[src/rtl/simd_lane_pkg.sv]
package simd_lane_pkg;
  localparam int unsigned SLICE_W    = 4;
  localparam int unsigned NUM_SLICES = 4;
  localparam int unsigned DATA_W     = SLICE_W * NUM_SLICES;
  localparam int unsigned NUM_CUTS   = NUM_SLICES - 1;

  typedef logic [SLICE_W-1:0] slice_t;
endpackage

[src/rtl/lane_cut_decoder.sv]
module lane_cut_decoder #(
  parameter int unsigned NUM_SLICES = 4,
  localparam int unsigned NUM_CUTS = NUM_SLICES - 1
) (
  input  logic [NUM_SLICES-1:0] part_mask,
  output logic [NUM_CUTS-1:0]   cut_en
);
  // Only boundaries between slices exist; the top mask bit has no boundary.
  always_comb begin
    cut_en = part_mask[NUM_CUTS-1:0];
  end
endmodule

[src/rtl/nibble_add_slice.sv]
module nibble_add_slice #(
  parameter int unsigned SLICE_W = 4
) (
  input  logic [SLICE_W-1:0] x,
  input  logic [SLICE_W-1:0] y,
  input  logic               cin,
  output logic [SLICE_W-1:0] s,
  output logic               cout
);
  logic [SLICE_W:0] wide;

  always_comb begin
    wide = {1'b0, x} + {1'b0, y} + {{SLICE_W{1'b0}}, cin};
    s    = wide[SLICE_W-1:0];
    cout = wide[SLICE_W];
  end
endmodule

[src/rtl/simd_lane_adder.sv]
module simd_lane_adder
  import simd_lane_pkg::*;
(
  input  logic [15:0] a,
  input  logic [15:0] b,
  input  logic [3:0]  part_mask,
  output logic [15:0] sum
);
  logic [NUM_CUTS-1:0]   cut_en;
  logic [NUM_SLICES-1:0] carry_in;
  logic [NUM_SLICES-1:0] carry_out;

  lane_cut_decoder #(.NUM_SLICES(NUM_SLICES)) cut_dec_i (
    .part_mask (part_mask),
    .cut_en    (cut_en)
  );

  assign carry_in[0] = 1'b0;

  for (genvar k = 0; k < NUM_SLICES; k++) begin : g_slice
    nibble_add_slice #(.SLICE_W(SLICE_W)) slice_i (
      .x    (a[k*SLICE_W +: SLICE_W]),
      .y    (b[k*SLICE_W +: SLICE_W]),
      .cin  (carry_in[k]),
      .s    (sum[k*SLICE_W +: SLICE_W]),
      .cout (carry_out[k])
    );
    if (k > 0) begin : g_gate
      // Enabled boundary drops the carry from the slice below.
      assign carry_in[k] = carry_out[k-1] & ~cut_en[k-1];
    end
    // with every boundary enabled each slice is a standalone add.
    always_comb begin
      if (part_mask[2:0] == 3'b111)
        a_r5_slice_isolated : assert (sum[k*SLICE_W +: SLICE_W] ==
          slice_t'(a[k*SLICE_W +: SLICE_W] + b[k*SLICE_W +: SLICE_W]));
    end
  end

  // Guards for the whole-word and single-boundary modes.
  always_comb begin
    if (part_mask[2:0] == 3'b000)
      a_r1_full_width : assert (sum == 16'(a + b));
    if (part_mask[2:0] == 3'b001)
      a_r2_cut_at_four : assert ((sum[3:0] == 4'(a[3:0] + b[3:0])) &&
                                 (sum[15:4] == 12'(a[15:4] + b[15:4])));
    if (part_mask[2:0] == 3'b010)
      a_r3_two_bytes : assert ((sum[7:0] == 8'(a[7:0] + b[7:0])) &&
                               (sum[15:8] == 8'(a[15:8] + b[15:8])));
    if (part_mask[2:0] == 3'b100)
      a_r4_cut_at_twelve : assert ((sum[11:0] == 12'(a[11:0] + b[11:0])) &&
                                   (sum[15:12] == 4'(a[15:12] + b[15:12])));
  end
endmodule

[config.mk]
export PLATFORM = sky130hd
export DESIGN_NAME = simd_lane_adder
export DESIGN_NICKNAME = d
export VERILOG_FILES = /design/src/rtl/simd_lane_pkg.sv /design/src/rtl/lane_cut_decoder.sv /design/src/rtl/nibble_add_slice.sv /design/src/rtl/simd_lane_adder.sv
export SDC_FILE = /design/constraint.sdc
export NUM_CORES = 1
export LEC_CHECK = 0
export ABC_AREA = 1
export BUFFER_PORTS_ARGS = -buffer_cell sky130_fd_sc_hd__buf_2
export CAP_MARGIN = 20
export CORE_UTILIZATION = 35
export DETAILED_ROUTE_END_ITERATION = 10
export PLACE_DENSITY = 0.76
export SLEW_MARGIN = 40
export SYNTH_ARGS = -nofsm -noshare
export SYNTH_HDL_FRONTEND = slang
export SYNTH_SLANG_ARGS = --single-unit
[constraint.sdc]
create_clock -name vclk -period 8.4
set_clock_uncertainty 0.1 [all_clocks]
set_input_delay 1.68 -clock vclk [all_inputs]
set_output_delay 1.68 -clock vclk [all_outputs]
set_load 0.02 [all_outputs]
==> tab_implementation.tex <==
\begin{tabular}{lr}
\hline
Metric & Value \\
\hline
\multicolumn{2}{l}{\textbf{Worst setup path}} \\
\quad Maximum fanout along the worst path & 2 \\
\quad Crit path launch & a[0] \\
\quad Arrival time at the worst endpoint & 5.49 ns \\
\quad Last element of the critical path & sum[14] \\
\quad Data required time of the critical path & approximately 6.6 ns \\
\quad Category of the critical setup timing path & in -> out \\
\quad Worst Setup Start Kind & input pin \\
\quad Kind of end point of the critical path & primary output \\
\multicolumn{2}{l}{\textbf{Routing}} \\
\quad Routed wirelength normalized by instance count & 8.89 um \\
\quad Total wire length & 1290 um \\
\quad Pre-antenna DRT Iters & 7 \\
\quad DR vias & 688 \\
\quad Remaining antenna violation count & 0 \\
\quad Initial drt markers & 3 \\
\quad Number of remaining DRC errors & 1 \\
\quad Average vias per placed instance & 4.74 \\
\multicolumn{2}{l}{\textbf{CTS}} \\
\quad Number of setup buffers added after CTS & 0 \\
\quad Quantity of gates resized following cts & 0 \\
\quad Total of hold buffers inserted after clock tree synthesis & 0 \\
\multicolumn{2}{l}{\textbf{Finish}} \\
\quad Fraction of final layout cells sized beyond drive strength 1 & 0.395 \\
\quad Relative area change from synthesis to final layout & 48.5\% \\
\quad CLK BUF & 0 \\
\quad Fill cell count & 162 \\
\quad Sequential cell area & 0 um\^{}2 \\
\quad Area of all placed cells without fillers & 843 um\^{}2 \\
\quad Inserted Diodes & 0 \\
\quad Final \#Nets & 186 \\
\quad Final core utilization & 0.560 \\
\quad Number of sequential storage elements & 0 \\
\multicolumn{2}{l}{\textbf{Timing}} \\
\quad Max transition margin & 0.892 \\
\quad Post-route worst setup slack & 1.13 ns \\
\quad Max Slew Vio Count & 0 \\
\quad \# setup viols final & 0 \\
\quad Transition time at the pin with the least slew margin & 0.161 ns \\
\quad RSZ-0062 raised after global routing & no \\
\quad Highest clock rate & 138 MHz \\
\quad Fin Setup TNS & 0 ns \\
\quad Final Cycle Share & 0.865 \\
\quad Shortest clock period the worst path allows after layout & 7.27 ns \\
\quad Hold violation total from the final report & 0 \\
\multicolumn{2}{l}{\textbf{Floorplan}} \\
\quad Die width & 42.3 um \\
\quad Initial cell density of the core & 0.377 \\
\quad Count of pins on the block boundary & 52 \\
\quad Std-Cell Core Area & $\sim$0.0015 mm\^{}2 \\
\quad Area enclosed by the die boundary & 0.00179 mm\^{}2 \\
\quad Total number of placement rows & 14 \\
\quad Die H & around 42 um \\
\multicolumn{2}{l}{\textbf{Pwr}} \\
\quad Peak supply drop & between 0.04 and 0.05 mV \\
\quad Pwr/cell area & 85.1 mW/mm\^{}2 \\
\quad Leakage dissipation & 0.532 nW \\
\multicolumn{2}{l}{\textbf{Status}} \\
\quad Violated checks & design-rule violations \\
\quad Outcome & finished, violations left \\
\multicolumn{2}{l}{\textbf{Synthesis}} \\
\quad Synthesized Nets & around 130 \\
\quad Mean instance size in the synthesized netlist & 7.28 um\^{}2 \\
\quad Cells after Synth & 78 \\
\quad Synth warnings & 0 \\
\quad Area of the mapped netlist & 568 um\^{}2 \\
\quad Share of Yosys cell area claimed by the top area cell type & 0.264 \\
\quad Top area cells in the synthesized netlist & ha\_1 26\%, fa\_1 25\%, nand2\_1 13\%, inv\_1 9.9\%, nand3\_1 6.2\% \\
\quad Count leader, synth & nand2\_1 \\
\quad Number of library cell types mapped by synthesis & 13 \\
\quad Top cell types by occurrence after synthesis & 19 x nand2\_1, 15 x inv\_1, 12 x ha\_1, 7 x fa\_1, 7 x nand3\_1 \\
\quad Portion of the post-synthesis area used by sequential elements & 0 \\
\quad Yosys top cell by area & ha\_1 \\
\multicolumn{2}{l}{\textbf{Placement}} \\
\quad Final estimated routing congestion in global placement & 0.670 \\
\quad HPWL after DPL & 1280 um \\
\quad Placed inst area & 843 um\^{}2 \\
\quad IO Port Bufs & 51 \\
\quad Pre-CTS setup slack & 1.11 ns \\
\multicolumn{2}{l}{\textbf{Global routing}} \\
\quad Maximum number of pins on one net before global-route repair & 5 \\
\quad Global-route congestion overflow total & 0 \\
\quad Total Routing Usage GR & 0.149 \\
\quad Wire length of the first global-routing pass & roughly 2200 um \\
\quad Initial antenna violation count & 0 \\
\quad Vias in the first global route & approximately 620 \\
\multicolumn{2}{l}{\textbf{Worst hold path}} \\
\quad Hold Crit Class & in -> out \\
\multicolumn{2}{l}{\textbf{Flow run}} \\
\quad Count of max-cap constraint violations & 0 \\
\hline
\end{tabular}
report_power, final:
part           internal (mW)  switching, mW
clock                      0              0
sequential                 0              0
combinational         0.0294         0.0424
logic make-up (layout without fill, tap and decap cells):
family	Yosys count	count (layout)	synth area share
adder cells (fa/ha/maj)	19	19	0.511
buffers and inverters	15	66	0.0991
XOR/XNOR	4	4	0.0617
AND/OR/NAND/NOR	34	34	0.271
AO/OA/AOI/OAI	6	6	0.0573
stage by stage:
stage                     hold WS (ns)  std cells  total power, mW
after global routing              3.61        145           0.0794
after CTS                         3.59        145           0.0732
after floorplan                   3.46         78           0.0481
final                             3.59        145           0.0718
after global placement            3.59        145           0.0695
after detailed placement          3.59        145           0.0730
worst max-delay path: stages:
cell and delay, ns:
buf_2 0.10, ha_1 0.21, fa_1 0.41, nand3_1 0.11
a21oi_1 0.08, fa_1 0.40, inv_1 0.08, fa_1 0.20
nand3b_1 0.12, a21oi_1 0.08, fa_1 0.41, fa_1 0.42
nand3_1 0.10, a21o_1 0.13, fa_1 0.17, inv_1 0.06
fa_1 0.40, xor2_1 0.15, buf_2 0.18
cell type report:
| class | instances | area [um^2] | share of cell area |
|---|---|---|---|
| multi-input cells | 63 | 512 | 0.607 |
| well taps | 16 | 20.0 | 0.0237 |
| inverters | 15 | 56.3 | 0.0668 |
| repair buffers | 51 | 255 | 0.303 |
per-layer routing:
layer,vias up,global-route usage,wire [um]
met5,-,0,0
met4,0,0,0
met3,0,0.00431,117
met2,34,0.323,715
met1,300,0.164,456
li1,354,-,-
worst min path at each step:
stage                     startpoint     end  slack [ns]  cells after the start
final                           b[0]  sum[0]        3.59                      3
after CTS                       b[0]  sum[0]        3.59                      3
after global routing            b[0]  sum[0]        3.61                      3
after floorplan                 b[0]  sum[0]        3.46                      1
after global placement          b[0]  sum[0]        3.59                      3
after detailed placement        b[0]  sum[0]        3.59                      3
layout by cell type (no fill, tap or decap):
master    count
or2_1         2
nand4_1       2
nand3b_1      2
a21oi_1       5
inv_1        15
buf_2        51
ha_1         12
a21o_1        1
nand3_1       7
fa_1          7
xor2_1        3
xnor2_1       1
nand2_1      19
nor2_1        2
(Power assumes the default switching activity.)
